==> src/rtl/erase_sel_pkg.sv <==
package erase_sel_pkg;

    typedef enum logic [1:0] {
        ST_IDLE = 2'd0,
        ST_OPEN = 2'd1,
        ST_HELD = 2'd2,
        ST_RUN  = 2'd3
    } win_state_e;

endpackage

==> src/rtl/esw_timer.sv <==
module esw_timer #(
    parameter int WIN_CYC = 16
) (
    input  logic clk,
    input  logic rst_n,
    input  logic load,
    input  logic run,
    output logic expired
);
    localparam int CNT_W = (WIN_CYC > 1) ? $clog2(WIN_CYC) : 1;
    localparam logic [CNT_W-1:0] LOAD_VAL = CNT_W'(WIN_CYC - 1);

    typedef struct packed {
        logic [CNT_W-1:0] cnt;
    } tmr_t;

    tmr_t d, q;

    always_comb begin
        d = q;
        if (load) begin
            d.cnt = LOAD_VAL;
        end else if (run && (q.cnt != '0)) begin
            d.cnt = q.cnt - 1'b1;
        end
    end

    always_ff @(posedge clk or negedge rst_n) begin
        if (!rst_n) begin
            q <= '0;
        end else begin
            q <= d;
        end
    end

    assign expired = run && !load && (q.cnt == '0);

    p_cnt_bound_r4: assert property (@(posedge clk) disable iff (!rst_n)
        q.cnt <= LOAD_VAL)
        else $error("counter above reload value");

    p_reload_r3: assert property (@(posedge clk) disable iff (!rst_n)
        load |=> (q.cnt == LOAD_VAL))
        else $error("counter not reloaded by strobe");

endmodule

==> src/rtl/esw_collect.sv <==
module esw_collect #(
    parameter int NBLK = 8
) (
    input  logic                     clk,
    input  logic                     rst_n,
    input  logic                     clr,
    input  logic                     set_en,
    input  logic [$clog2(NBLK)-1:0]  set_idx,
    output logic [NBLK-1:0]          map
);
    localparam int BLK_W = $clog2(NBLK);
    localparam logic [NBLK-1:0] ONE = {{(NBLK-1){1'b0}}, 1'b1};

    typedef struct packed {
        logic [NBLK-1:0] bits;
    } col_t;

    col_t d, q;
    logic [NBLK-1:0] base;
    logic [NBLK-1:0] hit;

    always_comb begin
        d    = q;
        base = clr ? '0 : q.bits;
        hit  = '0;
        if (set_en) begin
            hit = ONE << set_idx;
        end
        d.bits = base | hit;
    end

    always_ff @(posedge clk or negedge rst_n) begin
        if (!rst_n) begin
            q <= '0;
        end else begin
            q <= d;
        end
    end

    assign map = q.bits;

    p_grow_only_r3: assert property (@(posedge clk) disable iff (!rst_n)
        !clr |=> ((map & $past(map)) == $past(map)))
        else $error("bitmap lost a bit without clear");

    p_index_ok_r2: assert property (@(posedge clk) disable iff (!rst_n)
        set_en |-> (int'(set_idx) < NBLK))
        else $error("block index beyond map");

    if (BLK_W < 1) begin : g_bad
        initial $error("NBLK must be at least 2");
    end

endmodule

==> src/rtl/esw_ctrl.sv <==
module esw_ctrl
    import erase_sel_pkg::*;
#(
    parameter int NBLK = 8
) (
    input  logic            clk,
    input  logic            rst_n,
    input  logic            sel_first,
    input  logic            sel_more,
    input  logic            susp_req,
    input  logic            resume_req,
    input  logic            erase_done,
    input  logic            expired,
    input  logic [NBLK-1:0] sel_map,
    input  logic [NBLK-1:0] blk_prot,
    output logic            tmr_load,
    output logic            tmr_run,
    output logic            col_clr,
    output logic            col_set,
    output logic            start_pulse,
    output logic [NBLK-1:0] erase_map,
    output logic            all_prot,
    output logic            timer_bit,
    output logic            held
);
    typedef struct packed {
        win_state_e      st;
        logic            start;
        logic [NBLK-1:0] emap;
        logic            allp;
    } ctl_t;

    ctl_t d, q;
    logic [NBLK-1:0] usable;
    logic            any_sel;

    always_comb begin
        d        = q;
        d.start  = 1'b0;
        tmr_load = 1'b0;
        col_clr  = 1'b0;
        col_set  = 1'b0;
        any_sel  = sel_first || sel_more;
        usable   = sel_map & ~blk_prot;
        unique case (q.st)
            ST_IDLE: begin
                if (sel_first) begin
                    d.st     = ST_OPEN;
                    col_clr  = 1'b1;
                    col_set  = 1'b1;
                    tmr_load = 1'b1;
                end
            end
            ST_OPEN: begin
                if (susp_req) begin
                    d.st = ST_HELD;
                end else if (any_sel) begin
                    col_set  = 1'b1;
                    tmr_load = 1'b1;
                end else if (expired) begin
                    d.st    = ST_RUN;
                    d.start = 1'b1;
                    d.emap  = usable;
                    d.allp  = (usable == '0);
                end
            end
            ST_HELD: begin
                if (resume_req) begin
                    d.st    = ST_RUN;
                    d.start = 1'b1;
                    d.emap  = usable;
                    d.allp  = (usable == '0);
                end
            end
            ST_RUN: begin
                if (erase_done) begin
                    d.st    = ST_IDLE;
                    d.emap  = '0;
                    d.allp  = 1'b0;
                    col_clr = 1'b1;
                end
            end
            default: d.st = ST_IDLE;
        endcase
    end

    always_ff @(posedge clk or negedge rst_n) begin
        if (!rst_n) begin
            q <= '{st: ST_IDLE, start: 1'b0, emap: '0, allp: 1'b0};
        end else begin
            q <= d;
        end
    end

    assign tmr_run     = (q.st == ST_OPEN);
    assign start_pulse = q.start;
    assign erase_map   = q.emap;
    assign all_prot    = q.allp;
    assign timer_bit   = (q.st == ST_HELD) || (q.st == ST_RUN);
    assign held        = (q.st == ST_HELD);

    p_one_cycle_r4: assert property (@(posedge clk) disable iff (!rst_n)
        start_pulse |=> !start_pulse)
        else $error("start pulse longer than one cycle");

    p_mask_r5: assert property (@(posedge clk) disable iff (!rst_n)
        start_pulse |-> ((erase_map & $past(blk_prot)) == '0))
        else $error("protected block handed to sequencer");

    p_status_r5: assert property (@(posedge clk) disable iff (!rst_n)
        start_pulse |-> timer_bit)
        else $error("timer bit clear at erase start");

    p_freeze_r6: assert property (@(posedge clk) disable iff (!rst_n)
        (timer_bit && !erase_done) |=> (sel_map == $past(sel_map)))
        else $error("selection changed after erase began");

    p_empty_r7: assert property (@(posedge clk) disable iff (!rst_n)
        start_pulse |-> (all_prot == (erase_map == '0)))
        else $error("all-protected flag disagrees with map");

    p_hold_r8: assert property (@(posedge clk) disable iff (!rst_n)
        (held && !resume_req) |=> !start_pulse)
        else $error("start while suspended");

    p_clear_r9: assert property (@(posedge clk) disable iff (!rst_n)
        (q.st == ST_RUN && erase_done) |=> (sel_map == '0 && !timer_bit))
        else $error("completion did not clear selection");

endmodule

==> src/rtl/erase_sel_window.sv <==
module erase_sel_window #(
    parameter int NBLK    = 8,
    parameter int WIN_CYC = 16,
    localparam int BLK_W  = $clog2(NBLK)
) (
    input  logic             clk,
    input  logic             rst_n,
    input  logic             sel_first,
    input  logic             sel_more,
    input  logic [BLK_W-1:0] sel_blk,
    input  logic [NBLK-1:0]  blk_prot,
    input  logic             susp_req,
    input  logic             resume_req,
    input  logic             erase_done,
    output logic             start_pulse,
    output logic [NBLK-1:0]  erase_map,
    output logic [NBLK-1:0]  sel_map,
    output logic             timer_bit,
    output logic             all_prot,
    output logic             held
);
    logic tmr_load;
    logic tmr_run;
    logic tmr_exp;
    logic col_clr;
    logic col_set;

    esw_timer #(.WIN_CYC(WIN_CYC)) u_tmr (
        .clk     (clk),
        .rst_n   (rst_n),
        .load    (tmr_load),
        .run     (tmr_run),
        .expired (tmr_exp)
    );

    esw_collect #(.NBLK(NBLK)) u_col (
        .clk     (clk),
        .rst_n   (rst_n),
        .clr     (col_clr),
        .set_en  (col_set),
        .set_idx (sel_blk),
        .map     (sel_map)
    );

    esw_ctrl #(.NBLK(NBLK)) u_ctl (
        .clk         (clk),
        .rst_n       (rst_n),
        .sel_first   (sel_first),
        .sel_more    (sel_more),
        .susp_req    (susp_req),
        .resume_req  (resume_req),
        .erase_done  (erase_done),
        .expired     (tmr_exp),
        .sel_map     (sel_map),
        .blk_prot    (blk_prot),
        .tmr_load    (tmr_load),
        .tmr_run     (tmr_run),
        .col_clr     (col_clr),
        .col_set     (col_set),
        .start_pulse (start_pulse),
        .erase_map   (erase_map),
        .all_prot    (all_prot),
        .timer_bit   (timer_bit),
        .held        (held)
    );

endmodule

==> config.mk <==
export PLATFORM = sky130hd
export DESIGN_NAME = erase_sel_window
export DESIGN_NICKNAME = d
export VERILOG_FILES = /design/src/rtl/erase_sel_pkg.sv /design/src/rtl/esw_timer.sv /design/src/rtl/esw_collect.sv /design/src/rtl/esw_ctrl.sv /design/src/rtl/erase_sel_window.sv
export SDC_FILE = /design/constraint.sdc
export NUM_CORES = 1
export LEC_CHECK = 0
export BUFFER_PORTS_ARGS = -buffer_cell sky130_fd_sc_hd__buf_2
export CORE_MARGIN = 3
export CORE_UTILIZATION = 40
export CTS_CLUSTER_SIZE = 8
export DETAILED_ROUTE_END_ITERATION = 16
export GPL_TIMING_DRIVEN = 0
export HOLD_SLACK_MARGIN = 0.06
export PLACE_DENSITY_LB_ADDON = 0.15
export SYNTH_ARGS = -nofsm -noshare
export SYNTH_HDL_FRONTEND = slang
export SYNTH_HIERARCHICAL = 1
export SYNTH_SLANG_ARGS = --single-unit
==> constraint.sdc <==
create_clock -name clk -period 2.75 [get_ports clk]
set_input_delay 0.4125 -clock clk [delete_from_list [all_inputs] [get_ports clk]]
set_output_delay 0.4125 -clock clk [all_outputs]
set_load 0.03 [all_outputs]
==> metrics.yaml <==
p_int_uw: 862
numCtsBuffers: 3
switching_share_pct: 41.8
p_switching_uw: 619
synth_seq_cells: 24
period_needed_ns: 2.65
area_growth_pct: 26.3
drt-wirelength-per-cell_um: 14.0
r2r_end: "u_ctl/erase_map[1]"
cts_hold_buffers: 0
clockBufferDepth: 2
cts.htree.levels: 1
reg2reg_depth: 10
hold_violations: 0
grt-ovfl-total: 0
clockRootBuffer: "clkbuf_4"
crit_fanout: 8
seq_area_frac_synth_pct: 44.9
maxSlewHeadroom_pct: 54.7
finClkSkew_ns: 0.00279
maxCapViolations: 0
power.total_mw: 1.48
drv_slew: 0
worstPathArrival_ns: 2.86
dpl_cell_area_um2: 1580
detail-route-antenna-nets: 0
drt_iter0_markers: 59
dieWidth_um: 63.8
fin_area_um2: 1690
layout_setup_ws_ns: 0.104
dp_slack_ns: -0.149
grt_setup_unrepaired: "false"
clock_power_share_pct: 17.0
final_cells: 217
clk_pin_slew_ns: 0.13
num_rows: 20
r2r_slack_ns: 0.10
drive_gt1_share_pct: 41.6
synth_fp_nets: 153
fill_cells: 309
die_y_um: 63.8
syn_area_per_cell_um2: 10.4
grt_pass1_vias: 1122
synth_area_um2: 1340
ios: 38
clk_latency_ns: 0.31
fin_setup_tns_ns: 0
synth_cell_type_count: 35
crit_type: "flip-flop to flip-flop"
max_freq_ghz: 0.378
grt_pass1_wl_um: 5140
routed_wirelength_um: 3030
drc: 0
tightest_slew_ns: 0.680
grt_max_degree: 25
power_frac_comb_pct: 49.0
crit_required_ns: 2.97
status: "complete, no violations"
timing.rr.start: "u_ctl/q[10]"
firstDrtPassIters: 4
yosysWarnings: 6
seqPwrFrac_pct: 34.0
syn_inst: 129
numPortBuffers: 37
nets: 198
coreArea_um2: 3130
viasPerCell: 5.06
cts.sinks: 24
antenna_found_initial: 0
end_kind: "flip-flop"
setup_violations: 0
place_congestion: 0.775
initial_core_util_pct: 42.7
cellPowerDensity_nw_per_um2: 877
insertedDiodeCount: 0
cts_tree: "built"
die_area_um2: 4070
cp-start-kind: "flip-flop"
num_vias: 1098
hp-class: "input port to async pin"
min_period_over_period_pct: 96.2
irDropWorstVdd_v: 0.000399
hpwlAfterDp_um: 2320
dp.cells: 210
grtUsageTotal_pct: 15.5
p_leak_nw: 0.860
==> Yosys cell counts <==
| master | instances | area [um^2] |
|---|---|---|
| a211o_1 | 1 | 8.76 |
| a211o_2 | 1 | 10.0 |
| a211oi_2 | 1 | 12.5 |
| a21boi_0 | 1 | 7.51 |
| a21oi_1 | 2 | 10.0 |
| a221oi_1 | 1 | 8.76 |
| a222oi_1 | 1 | 10.0 |
| a22o_1 | 8 | 70.1 |
| a22oi_1 | 1 | 7.51 |
| a32o_1 | 1 | 10.0 |
| and2_1 | 1 | 6.26 |
| buf_2 | 1 | 5.00 |
| buf_4 | 9 | 67.6 |
| buf_6 | 1 | 11.3 |
| dfrtp_1 | 24 | 601 |
| ha_1 | 6 | 75.1 |
| inv_1 | 15 | 56.3 |
| mux2_2 | 1 | 11.3 |
| mux2i_1 | 3 | 30.0 |
| nand2_1 | 4 | 15.0 |
| nand2_2 | 1 | 6.26 |
| nand2b_1 | 3 | 18.8 |
| nand2b_4 | 1 | 13.8 |
| nor2_1 | 9 | 33.8 |
| nor2b_1 | 10 | 62.6 |
| nor3_1 | 1 | 5.00 |
| nor3b_1 | 2 | 15.0 |
| nor4_1 | 3 | 18.8 |
| o21a_1 | 1 | 7.51 |
| o21ai_0 | 4 | 20.0 |
| o22ai_1 | 6 | 37.5 |
| o32ai_2 | 2 | 32.5 |
| or2_2 | 1 | 6.26 |
| or3b_4 | 1 | 11.3 |
| or4b_4 | 1 | 13.8 |
==> critical path, cell delays in order, from the launching register on <==
cell and delay (ns):
dfrtp_1 0.46, ha_4 0.22, nor2b_1 0.15, nor2_1 0.14, nor2_2 0.09, buf_4 0.17, nor4_4 0.27, or3b_4 0.44
o21ai_2 0.18, nand2_1 0.15, a22o_1 0.29
==> placed cells by master, fill, tap and decap left out, types with 4 or more instances in the layout <==
cell	n
o22ai_1	6
buf_4	11
buf_2	38
dfrtp_1	24
a22o_1	8
inv_1	13
ha_1	5
nor2b_1	10
nor2_1	8
nand2_1	4
==> routing by layer <==
layer	track usage (%)	vias up	wire length, um	part of all wire [%]
met5	0	-	0	0
met4	4.31	0	36	1.2
met3	3.34	4	97	3.2
met2	26.8	19	1570	52
met1	19.4	537	1330	44
li1	-	538	-	-
==> power by group through the flow <==
stage	Sequential, mW	Combinational [mW]	Clock, mW
CTS	0.497	0.699	0.260
floorplan	0.587	0.396	0
global route	0.517	0.793	0.272
detailed placement	0.504	0.664	0
finish	0.504	0.726	0.251
global placement	0.499	0.642	0
==> cell families after synthesis <==
| group | count (synthesis) | synth area share, % |
|---|---|---|
| DFF | 24 | 44.9 |
| adders and majority gates | 6 | 5.62 |
| buffers and inverters | 26 | 10.5 |
| AOI/OAI and AO/OA | 31 | 18.9 |
| and+or+nand+nor | 38 | 16.9 |
| muxes | 4 | 3.09 |
==> how the worst max path moves through the flow <==
stage | endpoint | from
floorplan | u_ctl/erase_map[1] | u_ctl/q[11]
global placement | u_ctl/erase_map[5] | u_ctl/q[11]
detailed placement | u_ctl/erase_map[4] | u_ctl/q[11]
CTS | u_ctl/erase_map[6] | u_ctl/q[11]
global route | u_ctl/all_prot | u_ctl/q[10]
finish | u_ctl/erase_map[1] | u_ctl/q[10]
==> metrics by stage <==
| stage | hold slack, ns | utilization (%) |
|---|---|---|
| 6_report | 0.0566 | 54.0 |
| 5_1_grt | 0.0845 | 54.0 |
| 4_1_cts | 0.0705 | 52.9 |
| 3_5_place_dp | 0.429 | 50.4 |
| 3_3_place_gp | 0.422 | 50.4 |
| 2_1_floorplan | 0.117 | - |
==> final cells by class <==
cell class	instances	area, um^2	share of cell area [%]
repair buffers	39	200	11.9
clock buffers	3	22.5	1.33
clock inverters	1	30.0	1.78
inverters	15	56.3	3.34
multi-input cells	80	639	37.9
flip-flops and latches	24	601	35.6
well taps	44	55.1	3.26
plain buffers	11	83.8	4.97
==> what timing repair did <==
action	4_1_cts	5_1_grt
gates resized for setup	5	6
pin swaps	0	2
gates cloned	1	0
setup endpoints to repair	9	10
buffers inserted	1	1
==> registers in the layout, indices dropped and copies added, names as in the netlist <==
name	count
u_col/map	8
u_ctl/all_prot	1
u_ctl/erase_map	8
u_ctl/q	2
u_ctl/start_pulse	1
u_tmr/q	4
No activity file was read; power rests on OpenSTA's default activity.
